**src/rtl/spi_pkg.sv**
```systemverilog
package spi_pkg;
  typedef enum logic [1:0] {
    RATE_DIV4  = 2'd0,
    RATE_DIV16 = 2'd1,
    RATE_DIV64 = 2'd2,
    RATE_TMR   = 2'd3
  } rate_e;

  typedef struct packed {
    logic  cpol;
    logic  cke;
    logic  smp;
    rate_e rate;
  } cfg_t;
endpackage

```
**src/rtl/spi_bit_clock.sv**
```systemverilog
module spi_bit_clock
  import spi_pkg::*;
#(
  parameter int unsigned HALF_FAST = 2,
  parameter int unsigned HALF_MID  = 8,
  parameter int unsigned HALF_SLOW = 32
) (
  input  logic  clk_i,
  input  logic  rst_ni,
  input  logic  run_i,
  input  rate_e rate_i,
  input  logic  tmr_tick_i,
  output logic  tick_o
);
  localparam int unsigned CNT_W = $clog2(HALF_SLOW);

  logic [CNT_W-1:0] pc_q, half_m1;

  always_comb begin
    unique case (rate_i)
      RATE_DIV4:  half_m1 = CNT_W'(HALF_FAST - 1);
      RATE_DIV16: half_m1 = CNT_W'(HALF_MID - 1);
      RATE_DIV64: half_m1 = CNT_W'(HALF_SLOW - 1);
      default:    half_m1 = '0;
    endcase
  end

  assign tick_o = run_i && ((rate_i == RATE_TMR) ? tmr_tick_i : (pc_q == half_m1));

  // counter held in reset while idle: every transfer starts on a fresh phase
  always_ff @(posedge clk_i or negedge rst_ni) begin
    if (!rst_ni)                            pc_q <= '0;
    else if (!run_i || rate_i == RATE_TMR)  pc_q <= '0;
    else if (tick_o)                        pc_q <= '0;
    else                                    pc_q <= pc_q + CNT_W'(1);
  end


  pc_range_chk: assert property (@(posedge clk_i) disable iff (!rst_ni)
    run_i && rate_i != RATE_TMR |-> pc_q <= half_m1);


  pc_idle_chk: assert property (@(posedge clk_i) disable iff (!rst_ni)
    !run_i |=> pc_q == '0);
endmodule

```
**src/rtl/spi_shift_seq.sv**
```systemverilog
module spi_shift_seq
  import spi_pkg::*;
#(
  parameter int unsigned DATA_W = 8
) (
  input  logic              clk_i,
  input  logic              rst_ni,
  input  logic              en_i,
  input  logic              start_i,
  input  logic [DATA_W-1:0] wr_data_i,
  input  cfg_t              cfg_i,
  input  logic              tick_i,
  input  logic              sdi_i,
  output cfg_t              cfg_o,
  output logic              busy_o,
  output logic              tog_o,
  output logic              sdo_o,
  output logic              done_o,
  output logic [DATA_W-1:0] rx_o
);
  localparam int EDGES = 2 * DATA_W;
  localparam int TC_W  = $clog2(EDGES + 2);

  cfg_t              cfg_q;
  logic              busy_q, tog_q, sdo_q;
  logic [TC_W-1:0]   tc_q, tc_n;
  logic [DATA_W-1:0] tx_q, rx_q, rx_n;
  logic              adv, launch, sample, toggle;
  int                loff, soff, end_tc;

  always_comb begin
    tc_n   = tc_q + TC_W'(1);
    adv    = busy_q && tick_i;
    loff   = int'(tc_n) - (cfg_q.cke ? 0 : 1);
    soff   = loff - 1 - (cfg_q.smp ? 1 : 0);
    // extra half-period only when launch is late and capture is at bit end
    end_tc = (cfg_q.cke || !cfg_q.smp) ? EDGES : EDGES + 1;
    launch = adv && loff >= 0 && loff[0] == 1'b0 && loff <= EDGES - 2;
    sample = adv && soff >= 0 && soff[0] == 1'b0 && soff <= EDGES - 2;
    toggle = adv && int'(tc_n) <= EDGES;
    done_o = adv && int'(tc_n) == end_tc;
    rx_n   = {rx_q[DATA_W-2:0], sdi_i};
    rx_o   = sample ? rx_n : rx_q;
  end

  always_ff @(posedge clk_i or negedge rst_ni) begin
    if (!rst_ni) begin
      cfg_q  <= '0;
      busy_q <= 1'b0;
      tog_q  <= 1'b0;
      sdo_q  <= 1'b0;
      tc_q   <= '0;
      tx_q   <= '0;
      rx_q   <= '0;
    end else if (!en_i) begin
      busy_q <= 1'b0;
      tog_q  <= 1'b0;
      sdo_q  <= 1'b0;
      tc_q   <= '0;
    end else if (start_i) begin
      cfg_q  <= cfg_i;
      busy_q <= 1'b1;
      tog_q  <= 1'b0;
      tc_q   <= '0;
      rx_q   <= '0;
      if (cfg_i.cke) begin
        sdo_q <= wr_data_i[DATA_W-1];
        tx_q  <= {wr_data_i[DATA_W-2:0], 1'b0};
      end else begin
        tx_q  <= wr_data_i;
      end
    end else if (adv) begin
      tc_q <= tc_n;
      if (toggle) tog_q <= ~tog_q;
      if (launch) begin
        sdo_q <= tx_q[DATA_W-1];
        tx_q  <= {tx_q[DATA_W-2:0], 1'b0};
      end
      if (sample) rx_q <= rx_n;
      if (done_o) begin
        busy_q <= 1'b0;
        sdo_q  <= 1'b0;
        tc_q   <= '0;
      end
    end
  end

  assign cfg_o  = cfg_q;
  assign busy_o = busy_q;
  assign tog_o  = tog_q;
  assign sdo_o  = sdo_q;


  start_busy_chk: assert property (@(posedge clk_i) disable iff (!rst_ni)
    start_i && en_i |=> busy_q);


  sck_rest_chk: assert property (@(posedge clk_i) disable iff (!rst_ni)
    $fell(busy_q) |-> !tog_q);


  tc_bound_chk: assert property (@(posedge clk_i) disable iff (!rst_ni)
    busy_q |-> int'(tc_q) <= EDGES);


  cfg_hold_chk: assert property (@(posedge clk_i) disable iff (!rst_ni)
    busy_q && $past(busy_q) |-> $stable(cfg_q));
endmodule

```
**src/rtl/spi_rx_status.sv**
```systemverilog
module spi_rx_status #(
  parameter int unsigned DATA_W = 8
) (
  input  logic              clk_i,
  input  logic              rst_ni,
  input  logic              done_i,
  input  logic [DATA_W-1:0] data_i,
  input  logic              rd_i,
  input  logic              irq_clr_i,
  input  logic              ovf_clr_i,
  input  logic              wcol_set_i,
  input  logic              wcol_clr_i,
  output logic [DATA_W-1:0] buf_o,
  output logic              full_o,
  output logic              irq_o,
  output logic              ovf_o,
  output logic              wcol_o
);
  logic [DATA_W-1:0] buf_q;
  logic              full_q, irq_q, ovf_q, wcol_q;
  logic              accept;

  assign accept = done_i && (!full_q || rd_i);

  always_ff @(posedge clk_i or negedge rst_ni) begin
    if (!rst_ni) begin
      buf_q  <= '0;
      full_q <= 1'b0;
      irq_q  <= 1'b0;
      ovf_q  <= 1'b0;
      wcol_q <= 1'b0;
    end else begin
      if (accept) begin
        buf_q  <= data_i;
        full_q <= 1'b1;
      end else if (rd_i) begin
        full_q <= 1'b0;
      end
      if (done_i)         irq_q <= 1'b1;
      else if (irq_clr_i) irq_q <= 1'b0;
      if (done_i && !accept) ovf_q <= 1'b1;
      else if (ovf_clr_i)    ovf_q <= 1'b0;
      if (wcol_set_i)      wcol_q <= 1'b1;
      else if (wcol_clr_i) wcol_q <= 1'b0;
    end
  end

  assign buf_o  = buf_q;
  assign full_o = full_q;
  assign irq_o  = irq_q;
  assign ovf_o  = ovf_q;
  assign wcol_o = wcol_q;


  done_flags_chk: assert property (@(posedge clk_i) disable iff (!rst_ni)
    done_i |=> irq_q && full_q);


  no_overwrite_chk: assert property (@(posedge clk_i) disable iff (!rst_ni)
    done_i && full_q && !rd_i |=> ovf_q && buf_q == $past(buf_q));


  wcol_set_chk: assert property (@(posedge clk_i) disable iff (!rst_ni)
    wcol_set_i |=> wcol_q);


  irq_sticky_chk: assert property (@(posedge clk_i) disable iff (!rst_ni)
    irq_q && !irq_clr_i |=> irq_q);
endmodule

```
**src/rtl/spi_master_engine.sv**
```systemverilog
module spi_master_engine
  import spi_pkg::*;
#(
  parameter int unsigned DATA_W    = 8,
  parameter int unsigned HALF_FAST = 2,
  parameter int unsigned HALF_MID  = 8,
  parameter int unsigned HALF_SLOW = 32
) (
  input  logic              clk_i,
  input  logic              rst_ni,
  input  logic              en_i,
  input  logic              cpol_i,
  input  logic              cke_i,
  input  logic              smp_i,
  input  logic [1:0]        rate_sel_i,
  input  logic              sdo_en_i,
  input  logic              tmr_tick_i,
  input  logic              wr_i,
  input  logic [DATA_W-1:0] wr_data_i,
  input  logic              rd_i,
  input  logic              irq_clr_i,
  input  logic              ovf_clr_i,
  input  logic              wcol_clr_i,
  input  logic              sdi_i,
  output logic              sck_o,
  output logic              sdo_o,
  output logic              sdo_oe_o,
  output logic              busy_o,
  output logic [DATA_W-1:0] rd_data_o,
  output logic              buf_full_o,
  output logic              irq_o,
  output logic              ovf_o,
  output logic              wcol_o
);
  cfg_t              cfg_live, cfg_q;
  logic              busy, tog, sdo_raw, done, tick, start, wcol_set;
  logic [DATA_W-1:0] rx_data;

  assign cfg_live = '{cpol: cpol_i, cke: cke_i, smp: smp_i, rate: rate_e'(rate_sel_i)};
  assign start    = en_i && wr_i && !busy;
  assign wcol_set = en_i && wr_i && busy;

  spi_bit_clock #(
    .HALF_FAST(HALF_FAST), .HALF_MID(HALF_MID), .HALF_SLOW(HALF_SLOW)
  ) u_clk (
    .clk_i(clk_i), .rst_ni(rst_ni), .run_i(busy), .rate_i(cfg_q.rate),
    .tmr_tick_i(tmr_tick_i), .tick_o(tick)
  );

  spi_shift_seq #(.DATA_W(DATA_W)) u_seq (
    .clk_i(clk_i), .rst_ni(rst_ni), .en_i(en_i), .start_i(start),
    .wr_data_i(wr_data_i), .cfg_i(cfg_live), .tick_i(tick), .sdi_i(sdi_i),
    .cfg_o(cfg_q), .busy_o(busy), .tog_o(tog), .sdo_o(sdo_raw),
    .done_o(done), .rx_o(rx_data)
  );

  spi_rx_status #(.DATA_W(DATA_W)) u_stat (
    .clk_i(clk_i), .rst_ni(rst_ni), .done_i(done), .data_i(rx_data),
    .rd_i(rd_i), .irq_clr_i(irq_clr_i), .ovf_clr_i(ovf_clr_i),
    .wcol_set_i(wcol_set), .wcol_clr_i(wcol_clr_i),
    .buf_o(rd_data_o), .full_o(buf_full_o), .irq_o(irq_o),
    .ovf_o(ovf_o), .wcol_o(wcol_o)
  );

  assign sck_o    = busy ? (cfg_q.cpol ^ tog) : cpol_i;
  assign sdo_oe_o = en_i && sdo_en_i;
  assign sdo_o    = sdo_raw && sdo_oe_o;
  assign busy_o   = busy;


  dis_idle_chk: assert property (@(posedge clk_i) disable iff (!rst_ni)
    !en_i |=> !busy_o && !sdo_o);


  rx_only_chk: assert property (@(posedge clk_i) disable iff (!rst_ni)
    !sdo_en_i |-> !sdo_o);
endmodule

```
**config.mk**
```make
export PLATFORM = sky130hd
export DESIGN_NAME = spi_master_engine
export DESIGN_NICKNAME = d
export VERILOG_FILES = /design/src/rtl/spi_pkg.sv /design/src/rtl/spi_bit_clock.sv /design/src/rtl/spi_shift_seq.sv /design/src/rtl/spi_rx_status.sv /design/src/rtl/spi_master_engine.sv
export SDC_FILE = /design/constraint.sdc
export NUM_CORES = 1
export LEC_CHECK = 0
export CAP_MARGIN = 5
export CORE_MARGIN = 3
export CORE_UTILIZATION = 53
export DETAILED_ROUTE_END_ITERATION = 7
export PLACE_DENSITY_LB_ADDON = 0.08
export REMOVE_ABC_BUFFERS = 1
export SYNTH_ARGS = -nofsm -noshare
export SYNTH_HDL_FRONTEND = slang
export SYNTH_SLANG_ARGS = --single-unit
```
**constraint.sdc**
```tcl
create_clock -name clk_i -period 3.43 [get_ports clk_i]
set_clock_uncertainty 0.2 [all_clocks]
set_input_delay 0.686 -clock clk_i [delete_from_list [all_inputs] [get_ports clk_i]]
set_output_delay 0.686 -clock clk_i [all_outputs]
set_load 0.05 [all_outputs]
```
==> impl_metrics.json, run 1 <==
{
  "antenna_found_initial": 0,
  "synthTopCellsByCount": "46 x dfrtp_1, 35 x nand2_1, 27 x nor2_1, 26 x nand3_1, 17 x o21ai_0",
  "ant_nets": 0,
  "finalMaxSlewViolations": 0,
  "synthSimpleGateAreaFrac_pct": 19.97,
  "synth_cells": 282,
  "postCtsSetupBuffers": 0,
  "placed_area_um2": 2984,
  "crit_chain": "ha_1 -> inv_1 -> ha_1 -> and2_1 -> ha_1 -> nand2_1 -> a211oi_1 -> o21ai_1 -> a311oi_2 -> mux2_1",
  "synthMuxAreaShare_pct": 3.166,
  "synthArstFlopShare_pct": 100.0,
  "fin_cells": 372,
  "cts_buffers": 5,
  "seqPwrFrac_pct": 46.6,
  "start_util_pct": 57.03,
  "path_class": "reg2reg",
  "synth-compound-area-share_pct": 18.22,
  "synthDominantCellAreaShare_pct": 44.81,
  "drcViolationCount": 0,
  "clk_pin_slew_ns": 0.08,
  "globalplace.congestion": 0.8606,
  "ys_ff_latch": 46,
  "synth_edf_count": 0,
  "hp-class": "reg2reg",
  "die-area_um2": 5718,
  "crit_buf_inv": 1,
  "drive_above_1_share_pct": 10.31,
  "ir_drop_mv": 0.2759,
  "critPathLaunchType": "register",
  "cp_max_fo": 9,
  "synthAdderAreaFrac_pct": 5.358,
  "power_density_nw_per_um2": 439.4,
  "grt_usage_pct": 20.92,
  "crit_path_end": "u_seq.sdo_o",
  "total_power_mw": 1.366,
  "routed_wl_um": 5432,
  "worst_ep_required_time_ns": 3.42,
  "worst_r2r_endpoint": "u_seq.sdo_o",
  "dp_hpwl_um": 3906,
  "worst_path_most_repeated_cell": "ha_1",
  "die_x_um": 75.62,
  "antenna_cells": 0,
  "synthesis.area_um2": 2569,
  "cts_tree": "built",
  "clock_path_buffers": 2,
  "io_pins": 40,
  "clock-sinks": 46,
  "syn_avg_cell_area_um2": 9.109,
  "synth_top_family_by_area": "simple AND/OR/NAND/NOR gates",
  "cts_resized": 0,
  "clock_power_share_pct": 30.1,
  "fin_crit_sh_pct": 92.20,
  "hold_slack_ns": 0.3016,
  "crit_arrival_ns": 3.15,
  "via_per_inst": 5.621,
  "grt_pass1_wl_um": 9101,
  "dr.pass1.iters": 4,
  "io_buffers": 39,
  "num_vias": 2091,
  "synth_top_area_cell": "dfrtp_1",
  "postCtsHoldBufs": 0,
  "first_iter_violations": 90,
  "end_kind": "register",
  "yosys_warnings": 0,
  "cp_top_family": "adder cells",
  "cp_num_cells": 10,
  "share_comb_of_total_power_pct": 23.3,
  "finalInstanceArea_um2": 3108,
  "power.switching_mw": 0.4231,
  "cap_violations": 0,
  "finalCriticalPeriod_ns": 3.163,
  "core_area_um2": 4504,
  "yosys-top-cells-area": "dfrtp_1 45%, ha_1 5.4%, nand2_1 5.1%",
  "synthMostInstantiatedCell": "dfrtp_1",
  "fin_nets": 354,
  "tightest_slew_ns": 0.9966,
  "yosysSeqAreaShare_pct": 44.81,
  "rows": 24,
  "r2r_start": "u_seq.tc_q[0]",
  "h-tree-depth": 2,
  "synth_cell_type_count": 46,
  "setup_tns_ns": 0,
  "slew_headroom_pct": 33.56,
  "p_leak_nw": 1.407,
  "grt_start_max_net_pins": 47,
  "crit_path_start": "u_seq.tc_q[0]",
  "outcome": "finished clean",
  "area_growth_pct": 20.99,
  "worst_r2r_path_depth": 10,
  "hold_viol": 0,
  "setup_viol": 0,
  "max_freq_ghz": 0.3162,
  "die_height_um": 75.62,
  "grt-ovfl-total": 0,
  "switching_share_pct": 30.98,
  "grt_pass1_vias": 1892,
  "clock_latency_ns": 0.31,
  "dp_cells": 364,
  "synthXorXnorAreaFrac_pct": 4.092,
  "cts-root-buf": "clkbuf_8",
  "slowest_stage": "dfrtp_1",
  "wire_per_inst_um": 14.60,
  "ff2ff_setup_slack_ns": 0.27,
  "p_int_mw": 0.9426,
  "crit_path_max_incr_delay_ns": 0.48,
  "rsz0062_at_grt": "no",
  "ys.flop_type": "dfrtp_1"
}
## how the worst min path moves through the flow
stage	start	to	slack [ns]	cells past startpoint
after floorplan	rst_ni	u_clk.pc_q[0]	0.19	0
after global placement	u_seq.tx_q[2]	u_seq.tx_q[2]	0.27	2
after detailed placement	u_seq.tx_q[1]	u_seq.tx_q[1]	0.28	2
after CTS	u_seq.tx_q[1]	u_seq.tx_q[1]	0.31	2
after global routing	u_seq.tx_q[3]	u_seq.tx_q[3]	0.33	2
final	u_seq.tx_q[5]	u_seq.tx_q[5]	0.30	2
## metal layers
layer  vias up  GRT usage [%]  routed length, um
li1       1057              -                  -
met1       972          31.26               2702
met2        56          30.97               2399
met3         6          4.617                271
met4         0          5.049                 59
met5         -              0                  0
## power groups by stage
stage / clock (mW) / sequential [mW] / combinational, mW
final: 0.411 / 0.637 / 0.318
after global routing: 0.441 / 0.647 / 0.359
after CTS: 0.417 / 0.638 / 0.316
after detailed placement: 0 / 0.647 / 0.313
after global placement: 0 / 0.645 / 0.303
after floorplan: 0 / 0.643 / 0.200
## cells by family after synthesis
kind of cell	count (synthesis)
DFF	46
AOI/OAI and AO/OA	71
muxes	8
adders and majority gates	11
buffers and inverters	26
and+or+nand+nor	108
xor gates and xnor gates	12
## registers in the layout (all words and copies together) (netlist names)
name,flops
u_clk.pc_q,5
u_seq.busy_o,1
u_seq.cfg_o,5
u_seq.rx_q,8
u_seq.sdo_o,1
u_seq.tc_q,5
u_seq.tog_o,1
u_seq.tx_q,8
u_stat.buf_o,8
u_stat.full_o,1
u_stat.irq_o,1
u_stat.ovf_o,1
u_stat.wcol_o,1
## area by class of cell
cell class,count,area (um^2)
Inverter,12,45.04
Tap cell,52,65.06
Clock inverter,3,45.04
Sequential cell,46,1151
Timing Repair Buffer,44,417.9
Multi-Input combinational cell,210,1315
Clock buffer,5,68.82
Fill cell,398,1396
## metrics by stage
stage | setup WS [ns] | util [%]
final | 0.2674 | 69.00
after floorplan | 0.1934 | -
after global routing | 0.07816 | 69.00
after CTS | 0.2462 | 68.78
after detailed placement | 0.2560 | 66.25
after global placement | 0.4186 | 66.25
## tightest hold or removal path, delay by kind of cell, from the launching register on
kind,cells,cell delay [ns]
and+or+nand+nor,1,0.05
DFF,1,0.35
AOI/OAI and AO/OA,1,0.06
## cells in the final DEF (no fill, tap or decap), types with 4 or more instances in the layout
cell,instances
nand2_1,35
dfrtp_1,46
and3_1,5
o21ai_1,8
xnor2_1,4
o21ai_0,17
xor2_1,8
nand2b_1,4
o21ai_2,8
nand3_1,26
nor2_1,27
a31oi_1,8
clkbuf_8,5
buf_4,7
mux2i_1,7
inv_1,11
clkdlybuf4s50_1,36
a21oi_1,11
ha_1,11
Power figures use the tool's default switching activity.
==> run 2, diff against run 1 <==
--- a/config.mk
+++ b/config.mk
@@ -6,6 +6,7 @@
 export NUM_CORES = 1
 export LEC_CHECK = 0
 export CAP_MARGIN = 5
+export CORE_ASPECT_RATIO = 0.8
 export CORE_MARGIN = 3
 export CORE_UTILIZATION = 53
 export DETAILED_ROUTE_END_ITERATION = 7
==> run 2 against run 1 <==
Maximum frequency is 0.29% lower. Die area hardly changed. Critical path depth stayed put. Clock power is 18% higher. Design area is 0.44% higher. Non-clock buffer count is 1 lower.
==> impl_metrics.json, run 2 (same netlist as run 1, synthesis figures left out) <==
{
  "outcome": "finished clean",
  "drcViolationCount": 0,
  "cp_top_family": "adder cells",
  "worst_ep_required_time_ns": 3.42,
  "dr.pass1.iters": 4,
  "worst_r2r_endpoint": "u_seq.sdo_o",
  "r2r_start": "u_seq.tc_q[0]",
  "cp_num_cells": 10,
  "clock_path_buffers": 2,
  "grt_start_max_net_pins": 47,
  "worst_path_most_repeated_cell": "ha_1",
  "die_x_um": 83.84,
  "critPathLaunchType": "register",
  "grt_usage_pct": 20.18,
  "antenna_cells": 0,
  "io_pins": 40,
  "hold_depth": 2,
  "total_power_mw": 1.435,
  "num_vias": 2085,
  "clock-sinks": 46,
  "crit_path_max_incr_delay_ns": 0.48,
  "start_util_pct": 58.19,
  "worst_r2r_path_depth": 10,
  "ant_nets": 0,
  "clock_latency_ns": 0.31,
  "path_class": "reg2reg",
  "power_density_nw_per_um2": 459.8,
  "cp_max_fo": 9,
  "crit_chain": "ha_1 -> inv_1 -> ha_1 -> and2_1 -> ha_1 -> nand2_1 -> a211oi_1 -> o21ai_1 -> a311oi_1 -> mux2_1",
  "setup_tns_ns": 0,
  "hp-class": "reg2reg",
  "tightest_slew_ns": 0.9953,
  "slew_headroom_pct": 33.65,
  "fill_cells": 351,
  "die-area_um2": 5723,
  "cts_buffers": 5,
  "cap_violations": 0,
  "crit_buf_inv": 1,
  "clk_pin_slew_ns": 0.09,
  "hold_viol": 0,
  "drive_above_1_share_pct": 10.03,
  "io_buffers": 39,
  "slowest_stage": "dfrtp_1",
  "max_freq_ghz": 0.3153,
  "area_growth_pct": 21.53,
  "cts_tree": "built",
  "crit_path_start": "u_seq.tc_q[0]",
  "die_height_um": 68.27,
  "end_kind": "register",
  "via_per_inst": 5.545,
  "mostFrequentLayoutCells": "46 x dfrtp_1, 35 x nand2_1, 35 x clkdlybuf4s50_1, 27 x nor2_1, 26 x nand3_1",
  "fin_nets": 353,
  "first_iter_violations": 133,
  "grt-ovfl-total": 0,
  "setup_viol": 0,
  "core_area_um2": 4414,
  "antenna_found_initial": 0,
  "h-tree-depth": 2,
  "ir_drop_mv": 0.3731,
  "grt_pass1_vias": 1854,
  "finalCriticalPeriod_ns": 3.172,
  "dp_hpwl_um": 3916,
  "min_from": "u_seq.tx_q[5]",
  "rsz0062_at_grt": "no",
  "layout_commonest_cell": "dfrtp_1",
  "cts-root-buf": "clkbuf_8",
  "fin_crit_sh_pct": 92.47,
  "grt_pass1_wl_um": 9011,
  "ff2ff_setup_slack_ns": 0.26,
  "regArea_um2": 1151,
  "finalMaxSlewViolations": 0,
  "rows": 21,
  "routed_wl_um": 5374,
  "globalplace.congestion": 0.8991,
  "p_leak_nw": 1.420,
  "multi_input_area_um2": 1309,
  "crit_arrival_ns": 3.16,
  "wire_per_inst_um": 14.29,
  "whs_endpoint": "u_seq.tx_q[5]"
}
## run 2: changes by cell type in the layout (fill, tap and decap cells not counted)
cell             change
a311oi_2             -1
clkinv_4             +1
clkinvlp_4           -2
a311oi_1             +1
bufinv_16            +1
clkdlybuf4s50_1      -1
## run 2: cell type report
class                   instances  share of cell area [%]
multi-input cells             210                   41.92
well taps                      57                   2.285
clock inverters                 3                   2.204
repair buffers                 43                   13.07
flip-flops and latches         46                   36.87
inverters                      12                   1.443
clock buffers                   5                   2.204
## run 2: power breakdown
part	switching, mW	internal, mW	total, mW
Sequential	0.0387	0.595	0.634
Clock	0.195	0.292	0.487
Combinational	0.185	0.129	0.314
## run 2: worst max-delay path by stage
| stage | end | slack (ns) |
|---|---|---|
| CTS | u_seq.tx_q[4] | 0.23 |
| finish | u_seq.sdo_o | 0.26 |
| global placement | u_seq.tx_q[0] | 0.41 |
| floorplan | u_seq.tx_q[0] | 0.19 |
| global route | u_seq.sdo_o | 0.05 |
| detailed placement | u_seq.tx_q[4] | 0.26 |
## run 2: stage by stage
stage | setup slack, ns | utilization (%) | hold slack (ns) | area, um^2 | cells
floorplan | 0.1934 | - | 0.1904 | 2501 | 268
global placement | 0.4110 | 67.52 | 0.2703 | 2980 | 368
detailed placement | 0.2563 | 67.52 | 0.2841 | 2980 | 368
CTS | 0.2305 | 70.63 | 0.3045 | 3118 | 376
global route | 0.05011 | 70.72 | 0.3186 | 3122 | 376
finish | 0.2583 | 70.72 | 0.2963 | 3122 | 376
## run 2: metal layers
layer  vias to the layer above  share of wire, %  track usage (%)  routed length [um]
met3                         6               5.9            4.332                 315
met4                         0               1.2            7.831                  65
met2                        53                43            30.46                2328
met1                       972                50            28.66                2665
li1                       1054                 -                -                   -
met5                         -                 0                0                   0
## run 2: timing repair
item,in CTS,in global routing
buffers inserted,0,0
hold buffers,0,0
gates resized for setup,0,1
endpoints found under the setup margin,0,3
## run 2: tightest hold or removal path: stages, from the launching register on
cell	delay (ns)
dfrtp_1	0.36
nand2_1	0.05
o21ai_1	0.06
